[src/rtl/mputx_pkg.sv]
package mputx_pkg;

    typedef enum logic [2:0] {
        ST_OFF,
        ST_WAKE,
        ST_IDLE,
        ST_START,
        ST_DATA,
        ST_MARK,
        ST_STOP
    } tx_state_t;

    localparam logic [1:0] ADR_DATA = 2'd0;
    localparam logic [1:0] ADR_STAT = 2'd1;
    localparam logic [1:0] ADR_CTRL = 2'd2;
    localparam logic [1:0] ADR_PORT = 2'd3;

endpackage

[src/rtl/mputx_baud_div.sv]
module mputx_baud_div #(
    parameter int OVERSAMPLE = 16
) (
    input  logic clk,
    input  logic rst_n,
    input  logic restart,
    input  logic baud_tick,
    output logic bit_end
);
    localparam int CW = (OVERSAMPLE > 2) ? $clog2(OVERSAMPLE) : 1;
    localparam logic [CW-1:0] LAST = CW'(OVERSAMPLE - 1);

    logic [CW-1:0] cnt;

    always_ff @(posedge clk or negedge rst_n) begin
        if (!rst_n) begin
            cnt <= '0;
        end else if (restart) begin
            cnt <= '0;
        end else if (baud_tick) begin
            cnt <= (cnt == LAST) ? '0 : cnt + 1'b1;
        end
    end

    assign bit_end = baud_tick && (cnt == LAST);

endmodule

[src/rtl/mputx_regs.sv]
module mputx_regs
    import mputx_pkg::*;
#(
    parameter int DATA_W = 8
) (
    input  logic              clk,
    input  logic              rst_n,
    input  logic              wr_en,
    input  logic [1:0]        wr_addr,
    input  logic [DATA_W-1:0] wr_data,
    input  logic              load,
    input  logic              finish,
    output logic              en,
    output logic [DATA_W-1:0] tdr,
    output logic              pend_mark,
    output logic              empty,
    output logic              done,
    output logic              mark_ctl,
    output logic              port_dir,
    output logic              port_lvl
);

    always_ff @(posedge clk or negedge rst_n) begin
        if (!rst_n) begin
            en        <= 1'b0;
            tdr       <= '0;
            pend_mark <= 1'b0;
            empty     <= 1'b1;
            done      <= 1'b1;
            mark_ctl  <= 1'b0;
            port_dir  <= 1'b0;
            port_lvl  <= 1'b0;
        end else begin
            if (load)   empty <= 1'b1;
            if (finish) done  <= 1'b1;
            if (wr_en) begin
                case (wr_addr)
                    ADR_DATA: tdr <= wr_data;
                    ADR_STAT: begin
                        mark_ctl <= wr_data[1];
                        if (!wr_data[0] && empty) begin
                            empty     <= 1'b0;
                            done      <= 1'b0;
                            pend_mark <= wr_data[1];
                        end
                    end
                    ADR_CTRL: begin
                        en <= wr_data[0];
                        if (en && !wr_data[0]) begin
                            empty <= 1'b1;
                            done  <= 1'b1;
                        end
                    end
                    default: begin
                        port_lvl <= wr_data[0];
                        port_dir <= wr_data[1];
                    end
                endcase
            end
        end
    end

    // a hand-off to the shifter leaves the data register free
    a_r6_empty_after_load: assert property (@(posedge clk) disable iff (!rst_n)
        load |=> empty);

    // a commit clears both flags
    a_r5_commit_clears: assert property (@(posedge clk) disable iff (!rst_n)
        (wr_en && wr_addr == ADR_STAT && !wr_data[0] && empty) |=> (!empty && !done));

endmodule

[src/rtl/mputx_fsm.sv]
module mputx_fsm
    import mputx_pkg::*;
#(
    parameter int DATA_W = 8
) (
    input  logic              clk,
    input  logic              rst_n,
    input  logic              en,
    input  logic              empty,
    input  logic              bit_end,
    input  logic [DATA_W-1:0] tdr,
    input  logic              pend_mark,
    output logic              load,
    output logic              finish,
    output logic              restart,
    output logic              line,
    output tx_state_t         st
);
    localparam int FRAME_BITS = DATA_W + 3;
    localparam int IW = $clog2(FRAME_BITS);
    localparam logic [IW-1:0] LAST_FRAME = IW'(FRAME_BITS - 1);
    localparam logic [IW-1:0] LAST_DATA  = IW'(DATA_W - 1);

    tx_state_t         nxt;
    logic [DATA_W-1:0] shreg;
    logic              mark_q;
    logic [IW-1:0]     idx;
    logic              idx_clr, idx_inc, shift;

    // next state and transition strobes
    always_comb begin
        nxt     = st;
        load    = 1'b0;
        finish  = 1'b0;
        idx_clr = 1'b0;
        idx_inc = 1'b0;
        shift   = 1'b0;
        if (!en) begin
            nxt = ST_OFF;
        end else begin
            unique case (st)
                ST_OFF: begin
                    nxt     = ST_WAKE;
                    idx_clr = 1'b1;
                end
                ST_WAKE: if (bit_end) begin
                    if (idx == LAST_FRAME) begin
                        if (!empty) begin
                            nxt  = ST_START;
                            load = 1'b1;
                        end else begin
                            nxt = ST_IDLE;
                        end
                    end else begin
                        idx_inc = 1'b1;
                    end
                end
                ST_IDLE: if (!empty) begin
                    nxt  = ST_START;
                    load = 1'b1;
                end
                ST_START: if (bit_end) begin
                    nxt     = ST_DATA;
                    idx_clr = 1'b1;
                end
                ST_DATA: if (bit_end) begin
                    shift = 1'b1;
                    if (idx == LAST_DATA) nxt = ST_MARK;
                    else                  idx_inc = 1'b1;
                end
                ST_MARK: if (bit_end) nxt = ST_STOP;
                ST_STOP: if (bit_end) begin
                    if (!empty) begin
                        nxt  = ST_START;
                        load = 1'b1;
                    end else begin
                        nxt    = ST_IDLE;
                        finish = 1'b1;
                    end
                end
                default: nxt = ST_OFF;
            endcase
        end
    end

    // state register and datapath
    always_ff @(posedge clk or negedge rst_n) begin
        if (!rst_n) begin
            st     <= ST_OFF;
            shreg  <= '0;
            mark_q <= 1'b0;
            idx    <= '0;
        end else begin
            st <= nxt;
            if (load) begin
                shreg  <= tdr;
                mark_q <= pend_mark;
            end else if (shift) begin
                shreg <= shreg >> 1;
            end
            if (idx_clr)      idx <= '0;
            else if (idx_inc) idx <= idx + 1'b1;
        end
    end

    // outputs
    always_comb begin
        restart = 1'b0;
        line    = 1'b1;
        unique case (st)
            ST_OFF:   restart = 1'b1;
            ST_IDLE:  restart = 1'b1;
            ST_WAKE:  line = 1'b1;
            ST_START: line = 1'b0;
            ST_DATA:  line = shreg[0];
            ST_MARK:  line = mark_q;
            ST_STOP:  line = 1'b1;
            default:  line = 1'b1;
        endcase
    end

    // a disabled transmitter falls back to OFF on the next edge
    a_r9_off_after_disable: assert property (@(posedge clk) disable iff (!rst_n)
        !en |=> (st == ST_OFF));

endmodule

[src/rtl/mpu_frame_tx.sv]
module mpu_frame_tx
    import mputx_pkg::*;
#(
    parameter int DATA_W     = 8,
    parameter int OVERSAMPLE = 16
) (
    input  logic              clk,
    input  logic              rst_n,
    input  logic              baud_tick,
    input  logic              wr_en,
    input  logic [1:0]        wr_addr,
    input  logic [DATA_W-1:0] wr_data,
    output logic              txd,
    output logic              stat_empty,
    output logic              stat_end,
    output logic              stat_mark
);
    logic              en, pend_mark, empty, done, mark_ctl, port_dir, port_lvl;
    logic [DATA_W-1:0] tdr;
    logic              load, finish, restart, line, bit_end;
    tx_state_t         st;

    mputx_regs #(.DATA_W(DATA_W)) u_regs (
        .clk(clk), .rst_n(rst_n), .wr_en(wr_en), .wr_addr(wr_addr), .wr_data(wr_data),
        .load(load), .finish(finish), .en(en), .tdr(tdr), .pend_mark(pend_mark),
        .empty(empty), .done(done), .mark_ctl(mark_ctl),
        .port_dir(port_dir), .port_lvl(port_lvl)
    );

    mputx_baud_div #(.OVERSAMPLE(OVERSAMPLE)) u_div (
        .clk(clk), .rst_n(rst_n), .restart(restart), .baud_tick(baud_tick), .bit_end(bit_end)
    );

    mputx_fsm #(.DATA_W(DATA_W)) u_fsm (
        .clk(clk), .rst_n(rst_n), .en(en), .empty(empty), .bit_end(bit_end),
        .tdr(tdr), .pend_mark(pend_mark), .load(load), .finish(finish),
        .restart(restart), .line(line), .st(st)
    );

    assign txd        = en ? line : (port_dir ? port_lvl : 1'b1);
    assign stat_empty = empty;
    assign stat_end   = done;
    assign stat_mark  = mark_ctl;

    // the idle frame keeps the line high
    a_r2_wake_high: assert property (@(posedge clk) disable iff (!rst_n)
        (en && st == ST_WAKE) |-> txd);

    // the shifter takes a byte only when one is committed
    a_r3_load_needs_data: assert property (@(posedge clk) disable iff (!rst_n)
        load |-> !empty);

    // end flag with the transmitter enabled means no frame is on the line
    a_r7_end_is_quiet: assert property (@(posedge clk) disable iff (!rst_n)
        (en && done) |-> (st == ST_OFF || st == ST_WAKE || st == ST_IDLE));

endmodule

[config.mk]
export PLATFORM = sky130hd
export DESIGN_NAME = mpu_frame_tx
export DESIGN_NICKNAME = d
export VERILOG_FILES = /design/src/rtl/mputx_pkg.sv /design/src/rtl/mputx_baud_div.sv /design/src/rtl/mputx_regs.sv /design/src/rtl/mputx_fsm.sv /design/src/rtl/mpu_frame_tx.sv
export SDC_FILE = /design/constraint.sdc
export NUM_CORES = 1
export LEC_CHECK = 0
export BUFFER_PORTS_ARGS = -buffer_cell sky130_fd_sc_hd__buf_2
export CORE_MARGIN = 2
export CORE_UTILIZATION = 40
export CTS_CLUSTER_DIAMETER = 100
export DETAILED_ROUTE_END_ITERATION = 16
export GPL_TIMING_DRIVEN = 0
export HOLD_SLACK_MARGIN = 0.02
export RECOVER_POWER = 50
export SETUP_SLACK_MARGIN = 0.05
export SKIP_CTS_REPAIR_TIMING = 1
export SLEW_MARGIN = 20
export SYNTH_ARGS = -nofsm -noshare
export SYNTH_HDL_FRONTEND = slang
export SYNTH_SLANG_ARGS = --single-unit
[constraint.sdc]
create_clock -name clk -period 3.94 [get_ports clk]
set_input_delay 0.788 -clock clk [delete_from_list [all_inputs] [get_ports clk]]
set_output_delay 0.788 -clock clk [all_outputs]
set_load 0.01 [all_outputs]
Yosys cells after proc, flatten, opt, wreduce, memory -nomap -nowiden
Cells that the tools add are included.
{"block": "totals", "regBits": 35, "inputBits": 14, "out_inout_bits": 4, "wordCells": 105}
{"block": "classes", "n_mux": 53, "n_reduce_logical": 17, "n_addsub": 2, "n_bitwise": 1, "n_eq_ne": 19}
{"cell": "1-bit two-way mux", "count": 30}
{"cell": "3-bit two-way mux", "count": 9}
{"cell": "3-bit one-hot mux with 7 select lines", "count": 1}
{"cell": "4-bit two-way mux", "count": 5}
{"cell": "3-bit inequality test (second input constant)", "count": 6}
{"cell": "8-bit two-way mux", "count": 2}
{"cell": "3-bit == test (second input constant)", "count": 3}
{"cell": "4-bit by 1-bit adder with 4-bit output (second input constant)", "count": 2}
{"cell": "4-bit == test (second input constant)", "count": 2}
{"cell": "1-bit one-hot mux with 2 select lines", "count": 4}
{"cell": "2-bit AND reduction", "count": 4}
{"cell": "8-bit AND reduction", "count": 1}
{"cell": "3-bit by 2-bit == test with 1-bit output (second input constant)", "count": 2}
{"cell": "3-bit by 2-bit inequality test with 1-bit output (second input constant)", "count": 2}
{"cell": "1-bit one-hot mux with 3 select lines", "count": 2}
{"cell": "2-bit nonzero test", "count": 3}
{"cell": "4-bit by 3-bit == test with 1-bit output (second input constant)", "count": 1}
{"cell": "3-bit by 1-bit == test with 1-bit output (second input constant)", "count": 1}
{"cell": "1-bit logical AND", "count": 3}
{"cell": "3-bit zero test", "count": 1}
{"cell": "3-bit AND reduction", "count": 1}
{"cell": "3-bit OR reduction", "count": 1}
{"cell": "2-bit by 1-bit == test with 1-bit output (second input constant)", "count": 1}
{"cell": "2-bit == test (second input constant)", "count": 1}
{"cell": "4 further kinds", "count": 4}

Longest topological paths before layout
Gate-level depths: netlist of the first run.
{"block": "depth", "depth_word": 9, "depth_mapped": 6, "mapped_depth_nobuf": 6}

Cells and area by module
Synthesis of the first run repeated with hierarchy kept, for this count alone.
{"block": "unflattened", "hier_cells": 174, "hier_area_um2": 1939.4}
{"mod": "mputx_fsm", "area_each_um2": 1056.0, "n_inst": 1, "cells_each": 102, "seq_area_each_um2": 400.4}
{"mod": "mputx_regs", "area_each_um2": 656.9, "n_inst": 1, "cells_each": 48, "seq_area_each_um2": 377.9}
{"mod": "mputx_baud_div", "area_each_um2": 201.4, "n_inst": 1, "cells_each": 21, "seq_area_each_um2": 100.1}
{"mod": "mpu_frame_tx", "area_each_um2": 25.0, "n_inst": 1, "cells_each": 3, "seq_area_each_um2": 0.0}

Worst setup path after synthesis of the first run
OpenSTA, ideal clock, no wires.
{"block": "synth_timing", "path_kind": "flip-flop to output port", "from": "reg u_fsm.st[2]", "to": "out txd", "path_stages_with_launch": 7, "required_ps": 3152, "n_path_buf": 2, "path_slack_ps": 1898, "t_arrival_ps": 1254, "cell_sequence": "dfrtp_1 -> buf_4 -> clkbuf_1 -> nor3b_1 -> o21ai_0 -> a21oi_1 -> a21oi_1"}
{"block": "synth_via", "elab_chain_cells": 3, "elab_cells_between_ends": 5, "classes_between": "eq/ne (3); mux (2)"}
{"item": "from (decl)", "line": "mputx_fsm.sv:17", "source": "output tx_state_t st"}
{"item": "from (signal assigned)", "line": "mputx_fsm.sv:94", "source": "st <= nxt;"}
{"item": "3-bit == test or 3-bit by 2-bit == test with 1-bit output (tied branches)", "line": "mputx_fsm.sv:110", "source": "unique case (st)"}
{"item": "1-bit one-hot mux with 3 select lines (*)", "line": "mputx_fsm.sv:110"}
{"item": "1-bit two-way mux (*)", "line": "mpu_frame_tx.sv:40", "source": "assign txd = en ? line : (port_dir ? port_lvl : 1'b1);"}
{"item": "to (decl)", "line": "mpu_frame_tx.sv:13", "source": "output logic txd,"}
Every way passes the cells marked *; elsewhere a longest branch is shown, timed or not.

Final worst setup path of the first run
Same ends and word-level chain as after synthesis.

==> Flow_metrics.wiki, run 1 <==
{| class="wikitable"
! Metric !! Value
|-
| Result of the run || finished, violations left
|-
| Failing checks || max-capacitance violations, max-slew violations
|-
| Capturing element type of the critical path || output port
|-
| Vias in the first global route || 1408
|-
| Summed instance area of the synthesized netlist || 1883 µm²
|-
| I/O pin cnt || 18
|-
| Max-slew violation count || 36
|-
| Total routing usage reported by global routing || 15.16%
|-
| Core Box Area || 4444 µm²
|-
| Standby leakage power || 0.9705 nW
|-
| Minimum setup slack in the final design || 1.118 ns
|-
| Post-synth net total || 191
|-
| Critical path arrival || 2.03 ns
|-
| Width of the die || 72.61 µm
|-
| Count of buffer and inverter cells on the critical path || 3
|-
| Clock tree from TritonCTS || yes
|-
| Maximum clock path buffer count || 2
|-
| Number of filler instances in the final layout || 445
|-
| Share of the synthesized area in the top cell type || 43.85%
|-
| Antenna Diode Count || 0
|-
| Maximum capacitance violations || 1
|-
| Cell types with the highest counts after synthesis || sky130_fd_sc_hd__dfrtp_1, sky130_fd_sc_hd__mux2_2, sky130_fd_sc_hd__nand2_1, sky130_fd_sc_hd__a21oi_1, sky130_fd_sc_hd__nor2_1
|-
| Synth Warn # || 0
|-
| Areal power density over the cells || 402.2 nW/µm²
|-
| Total wire length after detailed routing || 3.485 mm
|-
| Largest fanout on the critical path || 10
|-
| Initial DRC Count || 96
|-
| Critical-path top delay cell || sky130_fd_sc_hd__clkbuf_1
|-
| Library cells used by synthesis || 38
|-
| Fraction of synthesis flops using an asynchronous set or reset pin || 100.0%
|-
| Gate family responsible for the most delay along the worst path || buffers and inverters
|-
| Least-Margin Pin Slew || 1.865 ns
|-
| Area added between synthesis and finish || 13.95%
|-
| Post-synthesis area per instance || 11.08 µm²
|-
| Internal portion of total power || 0.6535 mW
|-
| Shortest clock period the worst path allows after layout || 2.822 ns
|-
| Routed length per instance || 14.11 µm
|-
| Worst rel slew slack || -24.31%
|-
| Largest net degree at the start of global routing || 36
|-
| Sort of element at the start of the critical path || flip-flop
|-
| Setup violation total in the final timing report || 0
|-
| Clock Sink Count || 35
|-
| Clock share of power || 38.0%
|-
| Number of vias after detailed routing || 1372
|-
| Most frequently used cell type in the post-synthesis netlist || sky130_fd_sc_hd__dfrtp_1
|-
| Effective utilization at floorplan || 42.37%
|-
| Final total power || 0.8630 mW
|-
| First-pass DRT Iterations || 4
|-
| Initial antenna violation count || 0
|-
| Proportion of total power due to net switching || 24.27%
|-
| Sequential share of the synthesized area || 46.64%
|-
| Number of hold violations in the final report || 0
|-
| Critical path's largest stage delay || 0.40 ns
|-
| Area of the die || 5272 µm²
|-
| Via density || 5.555
|-
| Main area contributors after synthesis || sky130_fd_sc_hd__dfrtp_1, sky130_fd_sc_hd__mux2_2, sky130_fd_sc_hd__ha_1
|-
| Total Negative Setup Slacks || 0 ns
|-
| Post-Route Skew || 0.003014 ns
|-
| Min-delay worst type || reg2reg
|-
| Nets || 215
|-
| Required arrival time at the worst endpoint || 3.15 ns
|-
| Detailed Place HPWL || 2.548 mm
|-
| Number of flops mapped to enable cells by yosys || 0
|-
| Final global-route overflow total || 0
|-
| Total net switching power || 0.2095 mW
|-
| RSZ-0062 raised after global routing || false
|-
| Reg power frac || 48.0%
|-
| GP Congestion || 0.8501
|-
| Fmax || 354.4 MHz
|-
| First-pass GRT wire length || 6.113 mm
|-
| Area occupied by multi-input gates || 937.1 µm²
|-
| Count of mapped cells out of synthesis || 170
|-
| Core Rows || 24
|-
| Peak ir drop on the vdd network || 0.2703 mV
|-
| DRT antenna net count || 0
|-
| Die height || 72.61 µm
|-
| Power share of the combinational group || 14.0%
|-
| Worst-path cell chain || clkbuf_1, clkbuf_1, nor3b_1, o21ai_0, a21oi_1, a21oi_1, buf_2
|-
| Count of H-tree levels built during CTS || 2
|-
| CTS root buffer || sky130_fd_sc_hd__clkbuf_8
|-
| Synthesis-stage register bit count || 35
|-
| Clock network latency to the later pin of the worst-skew pair || 0.28 ns
|-
| DR DRC count || 0
|-
| Most common flop cell mapped by yosys || sky130_fd_sc_hd__dfrtp_1
|-
| Share of the clock period used by the worst path || 71.62%
|-
| Cell taking the most area after synthesis || sky130_fd_sc_hd__dfrtp_1
|-
| Ratio of cells with drive above 1 in the final layout || 32.82%
|-
| Hold slack || 0.5009 ns
|-
| Number of I/O port buffers || 17
|-
| DP Worst Slack || 1.633 ns
|-
| Kind of critical path || reg2out
|-
| Core occupancy in the finished layout || 48.28%
|-
| Num CTS Buffers || 5
|-
| Reg clk slew, reported paths || 0.07 ns
|-
| Flip-flop and latch area || 878.3 µm²
|}
power groups by stage:
stage | sequential, mW | combinational (mW) | clock [mW]
2_1_floorplan | 0.418 | 0.0818 | 0
3_3_place_gp | 0.419 | 0.118 | 0
3_5_place_dp | 0.422 | 0.122 | 0
4_1_cts | 0.415 | 0.122 | 0.341
5_1_grt | 0.419 | 0.135 | 0.358
6_report | 0.414 | 0.121 | 0.328
stage by stage:
stage	area (µm²)	std cells
final	2146	247
after global routing	2146	247
after CTS	2151	247
after detailed placement	2033	239
after global placement	2033	239
after floorplan	1883	170
cells in the final DEF, fill, tap and decap left out, drive strengths merged, types with 2 or more instances in the layout:
cell type and count:
nand3 4, nand4 2, o21ai 7, nand3b 3, nand2b 3, ha 7, mux2i 2, inv 6
nor2 10, nor2b 2, o31ai 2, clkbuf 9, nor3b 2, buf 20, a211oi 2, nor3 4
dfrtp 33, nand2 16, dfstp 2, a21oi 12, mux2 29, or3 4
worst reg2reg max path, cell delays in order (launching register included):
cell and delay, ns:
sky130_fd_sc_hd__dfrtp_1 0.41, sky130_fd_sc_hd__ha_1 0.26, sky130_fd_sc_hd__and4_1 0.22, sky130_fd_sc_hd__buf_6 0.14, sky130_fd_sc_hd__o2111ai_2 0.51, sky130_fd_sc_hd__mux2_2 0.41
flip-flops by register name (all words and copies together), names as in the netlist:
register          flops
u_fsm.shreg           8
u_regs.tdr            8
u_div.cnt             4
u_fsm.idx             4
u_fsm.st              3
u_fsm.mark_q          1
u_regs.done           1
u_regs.empty          1
u_regs.en             1
u_regs.mark_ctl       1
u_regs.pend_mark      1
u_regs.port_dir       1
u_regs.port_lvl       1
final timing paths:
kind | cells after the start | startpoint | slack (ns) | to
worst max-delay path | 7 | u_fsm.st[2] | 1.12 | txd
worst min-delay path | 1 | u_regs.tdr[2] | 0.50 | u_regs.tdr[2]
worst max register to register | 5 | u_div.cnt[0] | 1.87 | u_fsm.shreg[2]
worst min register to register | 1 | u_regs.tdr[2] | 0.50 | u_regs.tdr[2]
max in group asynchronous | 1 | rst_n | 1.86 | u_fsm.shreg[6]
min in group asynchronous | 1 | rst_n | 1.00 | u_fsm.st[1]
layer usage:
layer | routed length (µm) | track usage (%) | share of wire (%) | vias up
met4 | 65 | 7.407 | 1.9 | 0
met1 | 1475 | 16.62 | 42 | 685
met2 | 1829 | 26.87 | 52 | 24
li1 | - | - | - | 656
met3 | 114 | 4.144 | 3.3 | 7
met5 | 0 | 0 | 0 | -
cell families after synthesis:
group / Yosys count / synth area share, %
xor+xnor: 1 / 0.4652
mux: 31 / 18.41
flops: 35 / 46.64
fa+ha+maj: 7 / 4.651
compound gates: 31 / 10.50
buf+inv: 12 / 3.588
simple gates: 53 / 15.75
cell type report:
cell class,instances,area share (%)
clock buffer,6,3.848
timing repair buffer,17,3.907
clock inverter,2,1.633
sequential,35,40.93
multi-input combinational,123,43.67
inverter,6,1.050
tap,52,3.032
buffer,6,1.924
(Power assumes the default switching activity.)
==> run 2: changes to the inputs <==
==> constraint.sdc (replaced) <==
create_clock -name clk -period 2.5 [get_ports clk]
set_input_delay 0.5 -clock clk [delete_from_list [all_inputs] [get_ports clk]]
set_output_delay 0.5 -clock clk [all_outputs]
set_load 0.01 [all_outputs]
==> run 2 against run 1 <==
Effect of this change:
- the flow still finishes with violations (max-capacitance violations, max-slew violations)
- non-clock buffer count down 1
- total power is 57% higher
- cell count fell by 0.40%
- hold slack worse by 0.057 ns
- core utilization about the same
- sequential power increased by 58%
- critical path type is now reg2reg
- largest power group unchanged
==> Flow_metrics.wiki, run 2 (synthesis gave the netlist of run 1 again) <==
{| class="wikitable"
! Metric !! Value
|-
| Flip-flop and latch area || 878.3 µm²
|-
| Peak ir drop on the vdd network || 0.4261 mV
|-
| Initial antenna violation count || 0
|-
| Count of buffer and inverter cells on the critical path || 1
|-
| GP Congestion || 0.8501
|-
| Core Rows || 24
|-
| Worst-path cell chain || ha_1, and4_1, buf_6, o2111ai_2, mux2_2
|-
| Reg-to-reg critical path startpoint || u_div.cnt[0]
|-
| Max-slew violation count || 36
|-
| Area of the die || 5272 µm²
|-
| Worst reg2reg setup slack || 0.43 ns
|-
| Vias in the first global route || 1408
|-
| Kind of critical path || reg2reg
|-
| First-pass DRT Iterations || 4
|-
| First-pass GRT wire length || 6.113 mm
|-
| Total wire length after detailed routing || 3.470 mm
|-
| Die height || 72.61 µm
|-
| Sort of element at the start of the critical path || flip-flop
|-
| Least-Margin Pin Slew || 1.861 ns
|-
| Total routing usage reported by global routing || 15.16%
|-
| Shortest clock period the worst path allows after layout || 2.071 ns
|-
| Logic depth of the worst register-to-register path || 5
|-
| DR DRC count || 0
|-
| Clock Sink Count || 35
|-
| Result of the run || finished, violations left
|-
| Number of vias after detailed routing || 1365
|-
| Min-delay worst type || in2reg
|-
| Setup violation total in the final timing report || 0
|-
| Reg clk slew, reported paths || 0.07 ns
|-
| Area occupied by multi-input gates || 937.1 µm²
|-
| Total Negative Setup Slacks || 0 ns
|-
| DRT antenna net count || 0
|-
| Clock network latency to the later pin of the worst-skew pair || 0.28 ns
|-
| RSZ-0062 raised after global routing || false
|-
| Antenna Diode Count || 0
|-
| Critical path arrival || 2.24 ns
|-
| I/O pin cnt || 18
|-
| Via density || 5.549
|-
| Final total power || 1.358 mW
|-
| Fmax || 482.9 MHz
|-
| Startpoint of the most critical hold path || wr_data[3]
|-
| Global routing met3 resource utilization || 4.144%
|-
| Gate family responsible for the most delay along the worst path || compound AO/OA/AOI/OAI gates
|-
| Areal power density over the cells || 633.3 nW/µm²
|-
| CTS root buffer || sky130_fd_sc_hd__clkbuf_8
|-
| Nets || 214
|-
| Commonest non-fill, non-tap cell in the layout || sky130_fd_sc_hd__dfrtp_1
|-
| Core Box Area || 4444 µm²
|-
| Routed length per instance || 14.11 µm
|-
| Share of the clock period used by the worst path || 82.82%
|-
| Num CTS Buffers || 5
|-
| Standby leakage power || 0.9709 nW
|-
| Most used cells in the layout excluding fill and tap cells || sky130_fd_sc_hd__dfrtp_1, sky130_fd_sc_hd__mux2_2, sky130_fd_sc_hd__nand2_1
|-
| Clock tree from TritonCTS || yes
|-
| Worst rel slew slack || -24.09%
|-
| Area added between synthesis and finish || 13.89%
|-
| Required arrival time at the worst endpoint || 2.67 ns
|-
| R2R Path End || u_fsm.shreg[2]
|-
| Number of filler instances in the final layout || 446
|-
| Registers with the highest flip-flop counts || u_fsm.shreg x8, u_regs.tdr x8
|-
| Fraction of met1 tracks used by global routing || 16.62%
|-
| Number of I/O port buffers || 17
|-
| Ratio of cells with drive above 1 in the final layout || 32.99%
|-
| Cell depth of the worst min-delay path || 2
|-
| Largest net degree at the start of global routing || 36
|-
| Effective utilization at floorplan || 42.37%
|-
| Failing checks || max-capacitance violations, max-slew violations
|-
| Maximum clock path buffer count || 2
|-
| Hold slack || 0.4438 ns
|-
| Largest fanout on the critical path || 10
|-
| Initial DRC Count || 86
|-
| Final global-route overflow total || 0
|-
| Capturing element type of the critical path || flip-flop
|-
| Number of hold violations in the final report || 0
|-
| Met2 track demand over resource || 26.87%
|-
| Detailed Place HPWL || 2.548 mm
|-
| Width of the die || 72.61 µm
|-
| End point of the worst hold path || u_regs.tdr[3]
|-
| Post-Route Skew || 0.003101 ns
|-
| Critical path's largest stage delay || 0.51 ns
|-
| Critical-path top delay cell || sky130_fd_sc_hd__o2111ai_2
|-
| Count of H-tree levels built during CTS || 2
|-
| GRT busiest layer || met2
|-
| Maximum capacitance violations || 1
|}
==> run 2: worst max-delay path by stage <==
stage	slack (ns)	startpoint	cells after the start	endpoint
after global placement	0.45	u_div.cnt[0]	5	u_fsm.shreg[6]
final	0.43	u_div.cnt[0]	5	u_fsm.shreg[2]
after global routing	0.31	u_div.cnt[0]	5	u_fsm.shreg[6]
after floorplan	0.61	u_div.cnt[0]	5	u_fsm.mark_q
after detailed placement	0.41	u_div.cnt[0]	5	u_fsm.shreg[2]
after CTS	0.18	u_fsm.st[2]	7	txd
==> run 2: power by group <==
part | switching [mW] | leakage (nW) | internal [mW]
logic | 0.104 | 0.458 | 0.0847
clock network | 0.194 | 0.0612 | 0.322
registers | 0.0306 | 0.452 | 0.623
==> run 2: area by class of cell <==
cell class,count,share of cell area (%)
inverters,6,1.050
flip-flops and latches,35,40.96
clock inverters,2,1.634
well taps,52,3.034
clock buffers,6,3.851
repair buffers,17,3.851
multi-input cells,123,43.70
plain buffers,5,1.925
==> run 2: routing by layer <==
layer	share of wire, %	wire, µm	vias up
met2	53	1855	31
met5	0	0	-
met1	41	1423	675
li1	-	-	655
met3	4.4	154	4
met4	1.0	36	0
==> run 2: metrics by stage <==
stage                     instances  setup WS (ns)  cell area [µm²]  util (%)
after floorplan                 170         0.6123             1883         -
after global placement          239         0.4538             2033     45.75
after detailed placement        239         0.4064             2033     45.75
after CTS                       247         0.1801             2151     48.40
after global routing            246         0.3119             2145     48.25
final                           246         0.4294             2145     48.25
==> run 3: changes to the inputs <==
==> constraint.sdc (replaced) <==
create_clock -name clk -period 1.96 [get_ports clk]
set_input_delay 0.392 -clock clk [delete_from_list [all_inputs] [get_ports clk]]
set_output_delay 0.392 -clock clk [all_outputs]
set_load 0.01 [all_outputs]
==> run 3 against run 2 <==
Effect of this change:
- the run now ends clean
- cell area up 8.5%
- count of clock-buffer cells in the layout unchanged
- sequential power up 28%
- clock skew about the same
- highest routed layer unchanged
==> Flow_metrics.wiki, run 3 (synthesis gave the netlist of run 1 again) <==
{| class="wikitable"
! Metric !! Value
|-
| Number of filler instances in the final layout || 411
|-
| Fmax || 512.0 MHz
|-
| Registers with the highest flip-flop counts || u_fsm.shreg x8, u_regs.tdr x8
|-
| Required arrival time at the worst endpoint || 2.13 ns
|-
| Ratio of cells with drive above 1 in the final layout || 40.10%
|-
| Routed length per instance || 15.20 µm
|-
| Width of the die || 72.61 µm
|-
| Area added between synthesis and finish || 23.59%
|-
| Clock tree from TritonCTS || yes
|-
| Nets || 227
|-
| Reg-to-reg critical path startpoint || u_fsm.st[0]
|-
| Number of hold violations in the final report || 0
|-
| Areal power density over the cells || 759.1 nW/µm²
|-
| Number of vias after detailed routing || 1459
|-
| Least-Margin Pin Slew || 0.8843 ns
|-
| Detailed Place HPWL || 2.548 mm
|-
| Initial DRC Count || 118
|-
| Result of the run || completed
|-
| First-pass DRT Iterations || 4
|-
| Shortest clock period the worst path allows after layout || 1.953 ns
|-
| RSZ-0062 raised after global routing || true
|-
| Via density || 5.633
|-
| Vias in the first global route || 1408
|-
| Initial antenna violation count || 0
|-
| Sort of element at the start of the critical path || flip-flop
|-
| Peak ir drop on the vdd network || 0.5471 mV
|-
| I/O pin cnt || 18
|-
| Standby leakage power || 1.049 nW
|-
| GP Congestion || 0.8501
|-
| Clock network latency to the later pin of the worst-skew pair || 0.29 ns
|-
| Antenna Diode Count || 0
|-
| Count of H-tree levels built during CTS || 2
|-
| Kind of critical path || reg2reg
|-
| Commonest non-fill, non-tap cell in the layout || sky130_fd_sc_hd__dfrtp_1
|-
| Area of the die || 5272 µm²
|-
| Number of I/O port buffers || 17
|-
| CTS root buffer || sky130_fd_sc_hd__clkbuf_8
|-
| Post-Route Skew || 0.003102 ns
|-
| Hold slack || 0.2073 ns
|-
| Total wire length after detailed routing || 3.936 mm
|-
| Worst rel slew slack || 41.05%
|-
| DRT antenna net count || 0
|-
| Effective utilization at floorplan || 42.37%
|-
| First-pass GRT wire length || 6.113 mm
|-
| DR DRC count || 0
|-
| Logic depth of the worst register-to-register path || 4
|-
| Total routing usage reported by global routing || 15.16%
|-
| Final global-route overflow total || 0
|-
| Num CTS Buffers || 5
|-
| R2R Path End || u_fsm.shreg[2]
|-
| Final total power || 1.767 mW
|-
| Core Rows || 24
|-
| Critical path arrival || 2.12 ns
|-
| Core Box Area || 4444 µm²
|-
| Maximum capacitance violations || 0
|-
| Largest fanout on the critical path || 5
|-
| Worst reg2reg setup slack || 0.007 ns
|-
| Share of the clock period used by the worst path || 99.65%
|-
| Clock Sink Count || 35
|-
| Largest net degree at the start of global routing || 36
|-
| Setup violation total in the final timing report || 0
|-
| Die height || 72.61 µm
|-
| Most used cells in the layout excluding fill and tap cells || sky130_fd_sc_hd__dfrtp_1, sky130_fd_sc_hd__mux2_2, sky130_fd_sc_hd__nand2_1, sky130_fd_sc_hd__buf_2, sky130_fd_sc_hd__buf_4
|-
| Capturing element type of the critical path || flip-flop
|-
| Maximum clock path buffer count || 2
|-
| Min-delay worst type || in2async
|-
| Reg clk slew, reported paths || 0.07 ns
|-
| Max-slew violation count || 0
|}
run 3: changes by cell type in the layout (fill, tap and decap cells not counted), sizes merged:
cell | previous run | this run
buf | 20 | 33
o2111ai | 1 | 2
clkbuf | 8 | 7
run 3: worst max path at each step:
stage,start,endpoint,cells after the start
floorplan,u_div.cnt[0],u_fsm.mark_q,5
global placement,u_div.cnt[0],u_fsm.shreg[6],5
detailed placement,u_div.cnt[0],u_fsm.shreg[2],5
CTS,u_fsm.st[2],txd,7
global route,u_fsm.st[2],txd,7
finish,u_fsm.st[0],u_fsm.shreg[2],4
run 3: per-layer routing:
| metal | up-vias | track usage [%] | wire length [µm] |
|---|---|---|---|
| li1 | 687 | - | - |
| met1 | 741 | 16.62 | 1668 |
| met2 | 23 | 26.87 | 2082 |
| met3 | 8 | 4.144 | 119 |
| met4 | 0 | 7.407 | 65 |
| met5 | - | 0 | 0 |
run 3: final cells by class:
cell class	count	area [µm²]	share of cell area, %
Buffer	6	60.06	2.581
Clock buffer	6	82.58	3.548
Clock inverter	2	35.03	1.505
Inverter	6	22.52	0.9677
Multi-Input combinational cell	124	1012	43.49
Sequential cell	35	878.3	37.74
Tap cell	52	65.06	2.796
Timing Repair Buffer	28	171.4	7.366
run 3: power by group:
part	total [mW]	switching [mW]	internal (mW)	leakage, nW
registers	0.835	0.0413	0.794	0.452
logic	0.268	0.149	0.119	0.536
clock network	0.663	0.252	0.411	0.0612
run 3: through the flow:
| step | cells | setup WS (ns) | setup TNS (ns) | util (%) | area (µm²) |
|---|---|---|---|---|---|
| 2_1_floorplan | 170 | 0.07227 | 0 | - | 1883 |
| 3_3_place_gp | 239 | -0.08625 | -0.6835 | 45.75 | 2033 |
| 3_5_place_dp | 239 | -0.1336 | -0.9774 | 45.75 | 2033 |
| 4_1_cts | 247 | -0.2519 | -1.298 | 48.40 | 2151 |
| 5_1_grt | 259 | -0.03358 | -0.1990 | 52.36 | 2327 |
| 6_report | 259 | 0.006819 | 0 | 52.36 | 2327 |
run 3: critical path, cell delays in order (launching register included):
cell and delay (ns):
sky130_fd_sc_hd__dfrtp_1 0.38, sky130_fd_sc_hd__nand2b_1 0.26, sky130_fd_sc_hd__nor3_1 0.59, sky130_fd_sc_hd__o2111ai_4 0.27, sky130_fd_sc_hd__mux2_2 0.33
